--- src/rtl/muart_pkg.sv ---
package muart_pkg;
  localparam int unsigned BUS_W  = 32;
  localparam int unsigned BYTE_W = 8;

  // word index = byte offset >> 2
  localparam int unsigned IDX_DATA  = 0;
  localparam int unsigned IDX_IEN   = 1;
  localparam int unsigned IDX_IID   = 2;
  localparam int unsigned IDX_LSTAT = 5;
  localparam int unsigned IDX_XCTL  = 8;
  localparam int unsigned IDX_XSTAT = 9;

  localparam logic [BUS_W-1:0] IEN_BASE   = 32'h0000_00C0;
  localparam logic [BUS_W-1:0] IID_BASE   = 32'h0000_00C0;
  localparam logic [BUS_W-1:0] LSTAT_BASE = 32'h0000_0060;
  localparam logic [BUS_W-1:0] XCTL_VAL   = 32'h0000_0003;
  localparam logic [BUS_W-1:0] XSTAT_BASE = 32'h0000_030E;
  localparam int unsigned      XSTAT_FILL_LSB = 16;

  typedef struct packed {
    logic tx;
    logic rx;
  } ien_t;
endpackage

--- src/rtl/muart_rx_fifo.sv ---
module muart_rx_fifo #(
  parameter int unsigned DEPTH = 8,
  parameter int unsigned DW    = 8,
  localparam int unsigned PW   = (DEPTH > 1) ? $clog2(DEPTH) : 1,
  localparam int unsigned CW   = $clog2(DEPTH + 1)
) (
  input  logic          clk_i,
  input  logic          rst_ni,
  input  logic [DW-1:0] push_data_i,
  input  logic          push_valid_i,
  output logic          push_ready_o,
  input  logic          pop_i,
  input  logic          flush_i,
  output logic [DW-1:0] head_o,
  output logic [CW-1:0] count_o
);
  logic [DW-1:0] mem_q [DEPTH];
  logic [PW-1:0] rd_ptr_q;
  logic [CW-1:0] count_q;
  logic [PW:0]   slot_sum;
  logic [PW-1:0] wr_slot;
  logic          push, pop;

  assign push_ready_o = (count_q < CW'(DEPTH));
  assign push         = push_valid_i && push_ready_o;
  assign pop          = pop_i && (count_q != '0);

  // write slot = read position + count, modulo DEPTH
  assign slot_sum = (PW+1)'(rd_ptr_q) + (PW+1)'(count_q);
  assign wr_slot  = (slot_sum >= (PW+1)'(DEPTH)) ? PW'(slot_sum - (PW+1)'(DEPTH))
                                                 : PW'(slot_sum);

  always_ff @(posedge clk_i or negedge rst_ni) begin
    if (!rst_ni) begin
      for (int i = 0; i < DEPTH; i++) mem_q[i] <= '0;
    end else if (push) begin
      mem_q[wr_slot] <= push_data_i;
    end
  end

  always_ff @(posedge clk_i or negedge rst_ni) begin
    if (!rst_ni) begin
      rd_ptr_q <= '0;
      count_q  <= '0;
    end else begin
      if (pop) rd_ptr_q <= (rd_ptr_q == PW'(DEPTH - 1)) ? '0 : rd_ptr_q + 1'b1;
      if (flush_i)          count_q <= '0;
      else if (push && !pop) count_q <= count_q + 1'b1;
      else if (pop && !push) count_q <= count_q - 1'b1;
    end
  end

  assign head_o  = mem_q[rd_ptr_q];
  assign count_o = count_q;

  assert_no_overflow_R2: assert property (@(posedge clk_i) disable iff (!rst_ni)
    count_q <= CW'(DEPTH));
  assert_full_refuses_R2: assert property (@(posedge clk_i) disable iff (!rst_ni)
    (count_q == CW'(DEPTH) && push_valid_i && !pop_i && !flush_i) |=> count_q == CW'(DEPTH));
  assert_empty_pop_still_R3: assert property (@(posedge clk_i) disable iff (!rst_ni)
    (pop_i && count_q == '0) |=> $stable(rd_ptr_q));
  assert_flush_clears_R7: assert property (@(posedge clk_i) disable iff (!rst_ni)
    flush_i |=> (count_q == '0 && $stable(rd_ptr_q)));
endmodule

--- src/rtl/muart_tx_hold.sv ---
module muart_tx_hold #(
  parameter int unsigned DW = 8
) (
  input  logic          clk_i,
  input  logic          rst_ni,
  input  logic          wr_i,
  input  logic [DW-1:0] wr_data_i,
  output logic          wr_wait_o,
  output logic [DW-1:0] tx_data_o,
  output logic          tx_valid_o,
  input  logic          tx_ready_i
);
  logic          full_q;
  logic [DW-1:0] data_q;
  logic          drain, take;

  assign drain     = full_q && tx_ready_i;
  assign take      = wr_i && (!full_q || tx_ready_i);
  assign wr_wait_o = wr_i && full_q && !tx_ready_i;

  always_ff @(posedge clk_i or negedge rst_ni) begin
    if (!rst_ni) begin
      full_q <= 1'b0;
      data_q <= '0;
    end else begin
      if (take) begin
        full_q <= 1'b1;
        data_q <= wr_data_i;
      end else if (drain) begin
        full_q <= 1'b0;
      end
    end
  end

  assign tx_valid_o = full_q;
  assign tx_data_o  = data_q;

  assert_tx_hold_R11: assert property (@(posedge clk_i) disable iff (!rst_ni)
    (tx_valid_o && !tx_ready_i) |=> (tx_valid_o && $stable(tx_data_o)));
  assert_tx_load_R11: assert property (@(posedge clk_i) disable iff (!rst_ni)
    (wr_i && !wr_wait_o) |=> (tx_valid_o && tx_data_o == $past(wr_data_i)));
endmodule

--- src/rtl/muart_irq.sv ---
module muart_irq
  import muart_pkg::*;
(
  input  logic clk_i,
  input  logic rst_ni,
  input  ien_t ien_i,
  input  logic has_data_i,
  output logic rx_pend_o,
  output logic tx_pend_o,
  output logic irq_o
);
  assign rx_pend_o = ien_i.rx && has_data_i;
  assign tx_pend_o = ien_i.tx;  // transmit path is always drained
  assign irq_o     = rx_pend_o || tx_pend_o;

  assert_tx_irq_R5: assert property (@(posedge clk_i) disable iff (!rst_ni)
    ien_i.tx |-> irq_o);
  assert_quiet_irq_R5: assert property (@(posedge clk_i) disable iff (!rst_ni)
    (!ien_i.tx && !has_data_i) |-> !irq_o);
endmodule

--- src/rtl/muart_top.sv ---
module muart_top
  import muart_pkg::*;
#(
  parameter int unsigned AW    = 6,
  parameter int unsigned DEPTH = 8,
  localparam int unsigned WW   = AW - 2,
  localparam int unsigned CW   = $clog2(DEPTH + 1)
) (
  input  logic              clk_i,
  input  logic              rst_ni,
  input  logic [AW-1:0]     bus_addr_i,
  input  logic              bus_we_i,
  input  logic [BUS_W-1:0]  bus_wdata_i,
  input  logic              bus_re_i,
  output logic [BUS_W-1:0]  bus_rdata_o,
  output logic              bus_wait_o,
  input  logic [BYTE_W-1:0] rx_data_i,
  input  logic              rx_valid_i,
  output logic              rx_ready_o,
  output logic [BYTE_W-1:0] tx_data_o,
  output logic              tx_valid_o,
  input  logic              tx_ready_i,
  output logic              irq_o
);
  logic [WW-1:0]     word;
  logic              sel_data, sel_ien, sel_iid;
  logic [BYTE_W-1:0] head;
  logic [CW-1:0]     count;
  logic              has_data, flush, pop, tx_wr;
  logic              rx_pend, tx_pend;
  ien_t              ien_q;
  logic              unused_bits;

  assign word     = bus_addr_i[AW-1:2];
  assign sel_data = (word == WW'(IDX_DATA));
  assign sel_ien  = (word == WW'(IDX_IEN));
  assign sel_iid  = (word == WW'(IDX_IID));
  assign has_data = (count != '0);

  assign pop   = bus_re_i && sel_data;
  assign flush = bus_we_i && sel_iid && bus_wdata_i[1];
  assign tx_wr = bus_we_i && sel_data;
  assign unused_bits = ^{bus_addr_i[1:0], bus_wdata_i[BUS_W-1:BYTE_W]};

  muart_rx_fifo #(.DEPTH(DEPTH), .DW(BYTE_W)) u_rx (
    .clk_i, .rst_ni,
    .push_data_i (rx_data_i),
    .push_valid_i(rx_valid_i),
    .push_ready_o(rx_ready_o),
    .pop_i       (pop),
    .flush_i     (flush),
    .head_o      (head),
    .count_o     (count)
  );

  muart_tx_hold #(.DW(BYTE_W)) u_tx (
    .clk_i, .rst_ni,
    .wr_i      (tx_wr),
    .wr_data_i (bus_wdata_i[BYTE_W-1:0]),
    .wr_wait_o (bus_wait_o),
    .tx_data_o,
    .tx_valid_o,
    .tx_ready_i
  );

  always_ff @(posedge clk_i or negedge rst_ni) begin
    if (!rst_ni)                ien_q <= '0;
    else if (bus_we_i && sel_ien) ien_q <= ien_t'(bus_wdata_i[1:0]);
  end

  muart_irq u_irq (
    .clk_i, .rst_ni,
    .ien_i     (ien_q),
    .has_data_i(has_data),
    .rx_pend_o (rx_pend),
    .tx_pend_o (tx_pend),
    .irq_o
  );

  always_comb begin
    bus_rdata_o = '0;
    if (bus_re_i) begin
      case (word)
        WW'(IDX_DATA):  bus_rdata_o = BUS_W'(head);
        WW'(IDX_IEN):   bus_rdata_o = IEN_BASE | BUS_W'(ien_q);
        WW'(IDX_IID):   bus_rdata_o = IID_BASE
                                    | (has_data ? 32'h4 : 32'h2)
                                    | BUS_W'(!(rx_pend || tx_pend));
        WW'(IDX_LSTAT): bus_rdata_o = LSTAT_BASE | BUS_W'(has_data);
        WW'(IDX_XCTL):  bus_rdata_o = XCTL_VAL;
        WW'(IDX_XSTAT): bus_rdata_o = XSTAT_BASE | BUS_W'(has_data)
                                    | (BUS_W'(count) << XSTAT_FILL_LSB);
        default:        bus_rdata_o = '0;
      endcase
    end
  end

  assert_idle_read_zero_R10: assert property (@(posedge clk_i) disable iff (!rst_ni)
    !bus_re_i |-> bus_rdata_o == '0);
  assert_ready_tracks_fill_R2: assert property (@(posedge clk_i) disable iff (!rst_ni)
    rx_ready_o == (bus_re_i && word == WW'(IDX_XSTAT)
                   ? bus_rdata_o[XSTAT_FILL_LSB +: CW] != CW'(DEPTH) : rx_ready_o));
endmodule

--- config.mk ---
export PLATFORM = sky130hd
export DESIGN_NAME = muart_top
export DESIGN_NICKNAME = d
export VERILOG_FILES = /design/src/rtl/muart_pkg.sv /design/src/rtl/muart_rx_fifo.sv /design/src/rtl/muart_tx_hold.sv /design/src/rtl/muart_irq.sv /design/src/rtl/muart_top.sv
export SDC_FILE = /design/constraint.sdc
export NUM_CORES = 1
export LEC_CHECK = 0
export ABC_AREA = 1
export CAP_MARGIN = 10
export CORE_ASPECT_RATIO = 1.2
export CORE_MARGIN = 2
export CORE_UTILIZATION = 36
export CTS_CLUSTER_SIZE = 40
export DETAILED_ROUTE_END_ITERATION = 8
export GPL_ROUTABILITY_DRIVEN = 0
export PLACE_DENSITY_LB_ADDON = 0.08
export SLEW_MARGIN = 40
export SYNTH_ARGS = -nofsm -noshare
export SYNTH_HDL_FRONTEND = slang
export SYNTH_SLANG_ARGS = --single-unit
--- constraint.sdc ---
create_clock -name clk_i -period 2.6 [get_ports clk_i]
set_input_delay 0.26 -clock clk_i [delete_from_list [all_inputs] [get_ports clk_i]]
set_output_delay 0.26 -clock clk_i [all_outputs]
set_load 0.02 [all_outputs]
Word level (Yosys, flattened, before mapping) --
Index checks and enable logic that the tools add are counted.
Storage, ports and cells: input port bits 52, bits in latches 0, bits in read-only memories 0, memories 0, bits in registers 82, bits in writable memories 0, word-level logic and storage cells 76
Cells by class: bitwise logic cells 4, $mul 0, order comparisons 5, divide/modulo/power cells 0, shifts and indexed selects 0, equal/unequal tests 6, muxes and demuxes 16, $add $sub $neg 5, reduce and logical (&&, ||, !) cells 26
Operator list (count):
- 20-bit one-hot mux with 6 select lines | 1
- 64-bit bitwise mux | 1
- 32-bit 2-to-1 mux | 1
- 8-bit binary-select mux with 3-bit select | 1
- 8-bit demux with 3-bit select | 1
- 8-bit 2-to-1 mux | 3
- 10-bit by 20-bit bitwise OR with 20-bit output | 1
- 1-bit logical AND | 15
- 4-bit >= comparator, second input constant | 3
- 4-bit 2-to-1 mux | 3
- 3-bit 2-to-1 mux | 3
- 4-bit equality test, second input constant | 2
- 3-bit inverter with 4-bit output | 2
- 8-bit by 1-bit bitwise OR with 8-bit output | 1
- 1-bit zero test | 5
- 3-bit by 4-bit adder with 4-bit output | 1
- 4-bit by 1-bit adder with 4-bit output, second input constant | 1
- 4-bit by 1-bit equality test with 1-bit output, second input constant | 1
- 4-bit by 2-bit equality test with 1-bit output, second input constant | 1
- 4-bit by 3-bit equality test with 1-bit output, second input constant | 1
- 4-bit zero test | 1
- 4-bit by 1-bit less-than comparator with 1-bit output, second input constant | 1
- 4-bit less-than comparator, second input constant | 1
- 4-bit nonzero test | 1
- 8 further kinds | 10

Logic depth before layout (Yosys ltp) --
Gate-level depths: netlist (run 1).
depth after elaboration 9, depth in mapped cells 12, depth with buffers taken out 12

Cells and area by module --
A second synthesis (run 1) with hierarchy kept.
Unflattened totals: cells, all modules 632, area, all modules 4777.1 µm²
Modules (own cells, without submodules):
- muart_rx_fifo | area each 3767.4 µm², cells an instance 479, times used 1
- muart_top | area each 553.0 µm², cells an instance 107, times used 1
- muart_tx_hold | area each 434.2 µm², cells an instance 41, times used 1
- muart_irq | area each 22.5 µm², cells an instance 5, times used 1

Worst setup path before layout (run 1) --
OpenSTA, ideal clock, no wires.
kind flip-flop to flip-flop, from reg u_rx.rd_ptr_q[1], to reg u_rx.mem_q[32] (netlist name), data required time 2.474 ns, setup time 0.126 ns, path buffers 2, stages on the path, launching flop included 9, slack 0.539 ns, arrival time 1.935 ns, cells stage by stage dfrtp_1 buf_2 clkinv_1 fa_1 xnor2_4 nand2_2 nor2_4 buf_4 o21ai_0
On the way: cells in the longest elaborated chain, start to end 9, elaborated cells between the ends (all ways) 11, those cells by class add/sub (2); order compare (3); mux (4); bitwise (1); reduce/logical (1)
RTL lines:
- start, declared | RTL line muart_rx_fifo.sv:18 | logic [PW-1:0] rd_ptr_q;
- start signal, assigned | RTL line muart_rx_fifo.sv:46 | if (pop) rd_ptr_q <= (rd_ptr_q == PW'(DEPTH - 1)) ? '0 : rd_ptr_q + 1'b1;
- 3-bit by 4-bit adder with 4-bit output * | RTL line muart_rx_fifo.sv:29 | assign slot_sum = (PW+1)'(rd_ptr_q) + (PW+1)'(count_q);
- 4-bit >= comparator or 3-bit by 1-bit subtractor with 3-bit output (tied branches) | RTL line muart_rx_fifo.sv:30 | assign wr_slot = (slot_sum >= (PW+1)'(DEPTH)) ? PW'(slot_sum - (PW+1)'(DEPTH))
- 3-bit 2-to-1 mux * | RTL line muart_rx_fifo.sv:30
- 3-bit inverter with 4-bit output (not written as such) * | RTL line muart_rx_fifo.sv:37 | mem_q[wr_slot] <= push_data_i;
- 4-bit >= comparator (not written as such) or 4-bit by 1-bit less-than comparator with 1-bit output (tied branches) | RTL line muart_rx_fifo.sv:37
- 1-bit logical AND (not written as such) | RTL line muart_rx_fifo.sv:37
- 8-bit 2-to-1 mux (not written as such) | RTL line muart_rx_fifo.sv:37
- 8-bit demux with 3-bit select * | RTL line muart_rx_fifo.sv:37
- 64-bit bitwise mux * | RTL line muart_rx_fifo.sv:37
- end signal, assigned by index | RTL line muart_rx_fifo.sv:37
- end, declared | RTL line muart_rx_fifo.sv:17 | logic [DW-1:0] mem_q [DEPTH];
Mark *: on every way between the ends. The rest lies on a longest branch, timed or not. A chain may end at the register's enable or synchronous reset.

Final worst setup path (run 1) --
from reg u_rx.rd_ptr_q[1], to out bus_rdata_o[3]
On the way: cells in the longest elaborated chain, start to end 6
RTL lines:
- 3-bit inverter with 4-bit output (not written as such) | RTL line muart_rx_fifo.sv:53 | assign head_o = mem_q[rd_ptr_q];
- 8-bit binary-select mux with 3-bit select | RTL line muart_rx_fifo.sv:53
- 8-bit 2-to-1 mux (not written as such) (2 in a row) | RTL line muart_rx_fifo.sv:53
- 20-bit one-hot mux with 6 select lines | RTL line muart_top.sv:83 | case (word)
- 32-bit 2-to-1 mux | RTL line muart_top.sv:82 | if (bus_re_i) begin
- end, declared | RTL line muart_top.sv:15 | output logic [BUS_W-1:0] bus_rdata_o,
Every way passes these cells. The select of a mux whose other input is x is not followed.

==> results of run 1 <==
metal layers:
metal / track usage / part of all wire
met4: 0.0735 / 0.022
met3: 0.0304 / 0.030
met1: 0.228 / 0.47
met2: 0.315 / 0.48
met5: 0 / 0
placed cells by master, fill, tap and decap left out, types with 3 or more instances in the layout:
| cell | netlist | layout |
|---|---|---|
| a21oi_1 | 21 | 21 |
| buf_12 | 0 | 3 |
| buf_4 | 23 | 5 |
| clkbuf_16 | 0 | 9 |
| clkdlybuf4s50_1 | 0 | 43 |
| conb_1 | 1 | 18 |
| dfrtp_1 | 82 | 81 |
| dlymetal6s2s_1 | 0 | 7 |
| ha_1 | 5 | 5 |
| inv_1 | 55 | 54 |
| mux2_2 | 6 | 6 |
| nand2_1 | 115 | 115 |
| nand2_2 | 6 | 6 |
| nand3_1 | 26 | 25 |
| nor2_1 | 44 | 43 |
| nor2_2 | 4 | 4 |
| nor2_4 | 2 | 3 |
| nor3_1 | 4 | 4 |
| o211ai_1 | 10 | 10 |
| o21ai_0 | 100 | 100 |
| o21ai_1 | 3 | 3 |
cell type report:
type                            instances  area, um^2
Fill cell                            1206        6360
Clock inverter                          3        23.8
Clock buffer                           13         260
Inverter                               57         216
Timing Repair Buffer                   60         641
Multi-Input combinational cell        374        1870
Sequential cell                        82        2050
Tap cell                              157         196
cells by family (layout without fill, tap and decap cells):
| group | count (synthesis) | count (layout) | synth area share |
|---|---|---|---|
| XOR/XNOR | 2 | 2 | 0.00844 |
| adder cells (fa/ha/maj) | 7 | 7 | 0.0239 |
| flip-flops | 82 | 82 | 0.477 |
| multiplexers | 6 | 6 | 0.0157 |
| AO/OA/AOI/OAI | 136 | 136 | 0.165 |
| buffers and inverters | 96 | 133 | 0.106 |
| AND/OR/NAND/NOR | 205 | 205 | 0.202 |
| other | 1 | 18 | 0.000873 |
critical path, cell delays in order, from the launching register on:
cell and delay, ns:
dfrtp_1 0.40, clkinv_1 0.28, a21oi_1 0.21, o21ai_0 0.11
nand3_1 0.10, nand3_1 0.10, nand2_1 0.08, clkdlybuf4s50_1 0.59
registers in the layout (all words and copies together), names as in the netlist:
register         cells
u_rx.mem_q          64
ien_q                2
u_tx.tx_valid_o      1
u_tx.tx_data_o       8
u_rx.count_o         4
u_rx.rd_ptr_q        3
through the flow:
| step | util | total power, uW | std cells |
|---|---|---|---|
| 2_1_floorplan | - | 4030 | 552 |
| 3_3_place_gp | 0.424 | 4820 | 729 |
| 3_5_place_dp | 0.424 | 4860 | 729 |
| 4_1_cts | 0.449 | 6120 | 746 |
| 5_1_grt | 0.452 | 6620 | 746 |
| 6_report | 0.452 | 6080 | 746 |
final timing paths:
kind	end	slack, ns	cells past startpoint
max in group asynchronous	u_rx.mem_q[16]	1.57	3
worst min register to register	u_rx.mem_q[19]	0.48	2
worst min-delay path	u_rx.count_o[0]	0.39	2
worst max register to register	u_rx.mem_q[39]	0.24	6
worst max-delay path	bus_rdata_o[3]	0.14	7
min in group clk_i	u_rx.mem_q[19]	0.48	2
power by group through the flow:
stage / Sequential (uW) / Combinational [uW] / Clock, uW
2_1_floorplan: 2040 / 1990 / 0
3_3_place_gp: 2070 / 2750 / 0
3_5_place_dp: 2080 / 2780 / 0
4_1_cts: 2070 / 2810 / 1250
5_1_grt: 2140 / 3180 / 1300
6_report: 2070 / 2790 / 1220
repair_timing:
| action | 4_1_cts | 5_1_grt |
|---|---|---|
| buffers inserted | 0 | 0 |
| hold buffers | 1 | 0 |
| resized for setup | 2 | 12 |
| setup endpoints to repair | 4 | 19 |
| hold endpoints to repair | 30 | 0 |
==> impl_results.md, run 1 <==
- Post-Syn Area: 0.00430 mm^2
- Critical Path Sink Type: output pin
- Worst-Skew Late Latency: 0.34 ns
- DR vias: 3541
- Row cnt: 43
- N_diodes: 0
- Worst-case clock buffer depth: 2
- Synth cell types: 28
- Crit path launch: u_rx.rd_ptr_q[1]
- Die height: 124 um
- Critical Path AT: 2.20 ns
- Gate power share: 0.459
- Max VDD drop: 475 uV
- Detailed Route Iter0 Violations: 149
- Pre-CTS setup slack: 0.0713 ns
- Final min period: 2.46 ns
- Initial DRT Pass Iterations: 4
- Htree depth: 3
- RR Startpoint: u_rx.rd_ptr_q[1]
- CTS clk-pin slew, worst paths: 0.06 ns
- PD cells: 1160 mW/mm^2
- Min-delay worst type: input port to asynchronous set/reset pin
- Async SR Flop Fraction: 1.00
- Post-route cell area: 0.00526 mm^2
- Post-synthesis instance total: 535
- CP Launch Type: flip-flop
- Area leader, netlist: dfrtp_1
- Die extent in x: 104 um
- Tot GR Track Use: 0.182
- Critical Path RT: 2.34 ns
- Pins Over Slew Limit: 0
- WL final: 10.9 mm
- CORE AREA: 0.0116 mm^2
- Pin count of the biggest net entering global routing: 53
- Vias in the first global route: 3501
- Critical Path Fanout Max: 8
- Initial antenna violation count: 0
- Area contributors post-synth: dfrtp_1, o21ai_0, nand2_1
- Fmax: 0.407 GHz
- Antenna Violating Nets Remaining: 0
- Cell Area, Placed: 0.00492 mm^2
- Flop pwr share: 0.340
- Slew HR: 0.662
- Net Sw Frac: 0.423
- Global route overflow: 0
- Share of cells above drive strength 1: 0.0832
- Leakage dissipation: 0.00256 uW
- Hold_ws: 0.393 ns
- Final setup fails: 0
- CTS root buf: clkbuf_16
- CTS buffer count: 9
- Nets: 643
- Ports: 96
- Synth top area share: 0.477
- Avg Inst Size Synth: 8.03 um^2
- Final hold vios: 0
- Post-route setup TNS: 0 ns
- Top FF cell, synth: dfrtp_1
- First-pass GRT wire length: 18.2 mm
- RSZ-0062 raised after global routing: no
- Hpwl dp: 7.69 mm
- Status: completed
- Starting Density: 0.370
- EDFF count, synth: 0
- Seq cells post-synth: 82
- Wire per inst: 14.6 um
- Int Pwr: 3510 uW
- DRC violations left: 0
- Clock sink count: 82
- Yosys warning count: 0
- Slew @ Worst Pin: 0.506 ns
- Clock share of power: 0.201
- Final setup skew: 0.00929 ns
- Max_cap viols: 0
- Synth-to-Final Area Change: 22.3%
- Worst setup margin: 0.142 ns
- Die Area: 0.0128 mm^2
- Switching pwr: 2570 uW
- I/O Buffers: 51
- Most frequent cell after synthesis: nand2_1
- Worst setup path class: flip-flop to output pin
- Sequential area share after synthesis: 0.477
- Vias per cell: 4.75
- Fin crit share: 0.945
- CTS tree: built
- Synth cell count leaders: nand2_1, o21ai_0, dfrtp_1
(Power assumes the default switching activity.)
==> run 2, diff against run 1 <==
- CORE_ASPECT_RATIO: 1.2 -> default
- TNS_END_PERCENT: default -> 5
==> impl_results.md, run 2 (synthesis gave the netlist of run 1 again) <==
- Status: complete, but fails checks
- Violated checks: DRC
- Starting Density: 0.373
- DR vias: 3554
- Worst setup path class: flip-flop to output pin
- Register bank with the most flops: u_rx.mem_q
- Post-route setup TNS: 0 ns
- Fin crit share: 0.930
- Worst reg-to-reg setup slack: 0.26 ns
- Synth-to-Final Area Change: 21.4%
- Min-delay worst type: flip-flop to flip-flop
- Die height: 113 um
- Max FFs per register: 64
- Most common cell after layout, fill and taps aside: nand2_1
- Vias per cell: 4.87
- Hpwl dp: 7.62 mm
- Pins Over Slew Limit: 0
- First-pass GRT wire length: 17.7 mm
- Worst hold start: u_rx.mem_q[21]
- Clock sink count: 82
- Reg2Reg Depth: 6
- Flop pwr share: 0.341
- Initial DRT Pass Iterations: 7
- Vias in the first global route: 3471
- CTS tree: built
- Ports: 96
- I/O Buffers: 51
- Pre-CTS setup slack: 0.110 ns
- Worst-Skew Late Latency: 0.34 ns
- Share of cells above drive strength 1: 0.0801
- Slew @ Worst Pin: 0.514 ns
- Worst path cell trace: buf_4 > a21oi_1 > o21ai_0 > nand2_1 > nor2_1 > nor2_1 > clkdlybuf4s50_1
- Clock share of power: 0.208
- Net Sw Frac: 0.413
- Buffers & Inverters on Critical Path: 2
- CTS clk-pin slew, worst paths: 0.06 ns
- Reg-to-Reg End: u_rx.mem_q[43]
- Leakage dissipation: 0.00257 uW
- Gate power share: 0.451
- Antenna Violating Nets Remaining: 0
- Most frequent CP cell: nor2_1
- Detailed Route Iter0 Violations: 172
- Critical Path AT: 2.16 ns
- PD cells: 1160 mW/mm^2
- CP Launch Type: flip-flop
- Commonest non-fill, non-tap cells in the layout: nand2_1, o21ai_0, dfrtp_1, inv_1, nor2_1
- Critical Path RT: 2.34 ns
- CP max stage cell: clkdlybuf4s50_1
- Endpoint, Worst Hold: u_rx.mem_q[21]
- CORE AREA: 0.0115 mm^2
- Die Area: 0.0128 mm^2
- Switching pwr: 2510 uW
- Htree depth: 3
- CTS root buf: clkbuf_16
- RR Startpoint: u_rx.rd_ptr_q[1]
- Max VDD drop: 447 uV
- DRC violations left: 5
- Final setup fails: 0
- Max stage delay on crit path: 0.61 ns
- Critical path's top delay family: buffers and inverters
- N_diodes: 0
- RSZ-0062 raised after global routing: no
- Critical Path Fanout Max: 24
- Final min period: 2.42 ns
- WL final: 10.8 mm
- Worst setup margin: 0.182 ns
- Tot GR Track Use: 0.178
- Nets: 643
- Final hold vios: 0
- Slew HR: 0.657
- Row cnt: 39
- Critical Path Sink Type: output pin
- Int Pwr: 3570 uW
- Wire per inst: 14.9 um
- CTS buffer count: 9
- Die extent in x: 113 um
- Worst-case clock buffer depth: 2
- Hold Path Depth: 2
- Final setup skew: 0.00342 ns
- Global route overflow: 0
- Initial antenna violation count: 0
- Fmax: 0.414 GHz
- Max_cap viols: 0
- Pin count of the biggest net entering global routing: 83
run 2: cell types whose count changed in the layout (fill, tap and decap cells not counted), moves of 2 or more:
cell             previous run  this run
clkbuf_1                    2         0
dlygate4sd2_1               0         5
clkinv_2                    0         2
clkinvlp_4                  2         0
clkdlybuf4s50_1            43        39
run 2: worst reg2reg max path, delay by kind of cell (launching register included):
family	cells	cell delay, ns
fa+ha+maj	1	0.59
simple gates	2	0.56
flops	1	0.37
xor+xnor	1	0.30
buf+inv	1	0.29
compound gates	1	0.12
run 2: stage by stage:
step                       util  std cells  cell area (um^2)  hold WS [ns]  power (uW)
after detailed placement  0.425        715              4890         0.336        4840
after CTS                 0.451        730              5190         0.483        6140
after global routing      0.453        730              5220         0.496        6600
after floorplan               -        552              4360       -0.0356        4030
after global placement    0.425        715              4890         0.336        4790
final                     0.453        730              5220         0.480        6070
run 2: how the worst max path moves through the flow:
stage	cells past startpoint	end	startpoint
after CTS	8	bus_rdata_o[7]	u_rx.rd_ptr_q[0]
after global routing	7	bus_rdata_o[4]	u_rx.rd_ptr_q[1]
after global placement	6	u_rx.mem_q[46]	u_rx.rd_ptr_q[1]
after floorplan	8	u_rx.mem_q[32]	u_rx.rd_ptr_q[1]
final	7	bus_rdata_o[4]	u_rx.rd_ptr_q[0]
after detailed placement	9	bus_rdata_o[19]	bus_addr_i[3]
run 2: routing by layer:
| layer | part of all wire | GRT usage | routed length (um) | vias to the layer above |
|---|---|---|---|---|
| li1 | - | - | - | 1793 |
| met1 | 0.48 | 0.226 | 5150 | 1685 |
| met2 | 0.47 | 0.294 | 5130 | 61 |
| met3 | 0.034 | 0.0503 | 364 | 15 |
| met4 | 0.018 | 0.0577 | 192 | 0 |
| met5 | 0 | 0 | 0 | - |
run 2: final cells by class:
type                            count  area (um^2)
Multi-Input combinational cell    374         1860
Sequential cell                    82         2050
Fill cell                        1155         6300
Timing Repair Buffer               60          616
Clock inverter                      3         40.0
Clock buffer                       11          253
Tap cell                          143          179
Inverter                           57          216
run 2: power by group through the flow:
stage          Clock, uW  Sequential, uW  Combinational [uW]
2_1_floorplan          0            2040                1990
3_3_place_gp           0            2070                2720
3_5_place_dp           0            2090                2750
4_1_cts             1300            2070                2770
5_1_grt             1360            2130                3110
6_report            1260            2070                2740
run 2: timing repair:
action | CTS | global route
pin swaps | 0 | 0
setup buffers | 0 | 0
hold buffers | 1 | 0
gates resized for setup | 6 | 9
endpoints found under the hold margin | 82 | 0
setup endpoints to repair | 5 | 13
==> run 3, diff against run 2 <==
- CORE_MARGIN: 2 -> 5
==> impl_results.md, run 3 (synthesis gave the netlist of run 1 again) <==
- Critical Path Fanout Max: 4
- Tot GR Track Use: 0.162
- Wire per inst: 14.8 um
- I/O Buffers: 51
- RSZ-0062 raised after global routing: yes
- Post-route cell area: 0.00522 mm^2
- Ports: 96
- Worst-Skew Late Latency: 0.33 ns
- Share of cells above drive strength 1: 0.0847
- Worst-case clock buffer depth: 2
- Critical Path AT: 2.20 ns
- Register bank with the most flops: u_rx.mem_q
- Initial antenna violation count: 0
- Leakage dissipation: 0.00252 uW
- Final setup fails: 0
- Max VDD drop: 351 uV
- Cell Area, Placed: 0.00491 mm^2
- Placed Cells: 720
- DR vias: 3555
- RR Startpoint: u_rx.rd_ptr_q[1]
- Status: completed
- Reg area: 0.00205 mm^2
- Fmax: 0.407 GHz
- Starting Density: 0.362
- Most common cell after layout, fill and taps aside: nand2_1
- Final setup skew: 0.00891 ns
- Synth-to-Final Area Change: 21.3%
- Clock share of power: 0.194
- Commonest non-fill, non-tap cells in the layout: nand2_1, o21ai_0, dfrtp_1, inv_1, clkdlybuf4s50_1
- CTS root buf: clkbuf_16
- Die extent in x: 119 um
- Hpwl dp: 7.81 mm
- Gate power share: 0.463
- DRC violations left: 0
- Critical Path RT: 2.34 ns
- CORE AREA: 0.0119 mm^2
- CTS tree: built
- Pins Over Slew Limit: 0
- Final Instance Count excl. Fillers: 737
- Clock sink count: 82
- Flop pwr share: 0.343
- Initial DRT Pass Iterations: 4
- CP Launch Type: input port
- PD cells: 1160 mW/mm^2
- Min-delay worst type: input port to asynchronous set/reset pin
- Global route overflow: 0
- Fin crit share: 0.945
- Worst setup path class: input port to output pin
- Net Sw Frac: 0.425
- Vias in the first global route: 3559
- Row cnt: 40
- CTS buffer count: 9
- Final hold vios: 0
- Antenna Violating Nets Remaining: 0
- Switching pwr: 2560 uW
- Int Pwr: 3470 uW
- CTS clk-pin slew, worst paths: 0.06 ns
- Vias per cell: 4.82
- Crit path launch: bus_addr_i[5]
- CP max stage cell: clkdlybuf4s50_1
- Post CTS Setup Buffer Count: 0
- Worst path cell trace: clkdlybuf4s50_1 > nor2_2 > nand2_1 > nor2_1 > o21ai_0 > nor2_1 > clkdlybuf4s50_1
- Final min period: 2.46 ns
- Nets: 644
- Critical Path Sink Type: output pin
- First-pass GRT wire length: 18.3 mm
- Max_cap viols: 0
- Pin count of the biggest net entering global routing: 83
- Detailed Route Iter0 Violations: 229
- Die height: 119 um
- Max stage delay on crit path: 0.61 ns
- WL final: 10.9 mm
- Max FFs per register: 64
- Htree depth: 3
- Multi-input logic area: 0.00186 mm^2
- Fill cells: 1201
- Critical path's top delay family: buffers and inverters
- Buffers & Inverters on Critical Path: 2
- N_diodes: 0
- Die Area: 0.0142 mm^2
## run 3: routing by layer
layer  GRT usage  vias up  part of all wire
li1            -     1801                 -
met4      0.0804        0             0.026
met3      0.0233       17             0.030
met5           0        -                 0
met2       0.265       59              0.49
met1       0.210     1678              0.46
## run 3: final cells by class
type	count	area share
Sequential cell	82	0.393
Multi-Input combinational cell	374	0.357
Timing Repair Buffer	61	0.120
Clock buffer	12	0.0473
Inverter	57	0.0422
Tap cell	147	0.0353
Clock inverter	4	0.00504
## run 3: power by group through the flow
stage	sequential, uW	combinational [uW]	clock [uW]
4_1_cts	2060	2820	1210
3_3_place_gp	2070	2760	0
6_report	2070	2790	1170
2_1_floorplan	2040	1990	0
3_5_place_dp	2080	2800	0
5_1_grt	2140	3180	1280
## run 3: final timing paths
| check | slack [ns] | cells past startpoint | end |
|---|---|---|---|
| min in group clk_i | 0.48 | 2 | u_rx.mem_q[13] |
| hold reg to reg | 0.48 | 2 | u_rx.mem_q[13] |
| setup / recovery | 0.14 | 7 | bus_rdata_o[4] |
| setup reg to reg | 0.19 | 6 | u_rx.mem_q[43] |
| hold / removal | 0.48 | 3 | u_rx.mem_q[52] |
| max in group asynchronous | 1.73 | 3 | u_rx.count_o[1] |
## run 3: stage by stage
stage                     setup slack (ns)  hold slack [ns]  setup TNS [ns]   util  power [uW]
after global routing               -0.0540            0.510         -0.0540  0.440        6590
after floorplan                      0.539          -0.0356               0      -        4030
final                                0.142            0.479               0  0.440        6030
after global placement               0.137            0.333               0  0.414        4830
after detailed placement            0.0920            0.332               0  0.414        4880
after CTS                           0.0166            0.484               0  0.438        6100
## run 3: timing repair
action / in CTS / in global routing
gates resized for setup: 3 / 8
endpoints found under the setup margin: 4 / 13
hold buffers: 1 / 0
endpoints found under the hold margin: 82 / 0
cloned: 0 / 0
pin swaps: 0 / 0
## run 3: tightest hold or removal path, stage by stage
cell,delay (ns)
dlygate4sd3_1,0.53
buf_4,0.11
buf_12,0.34
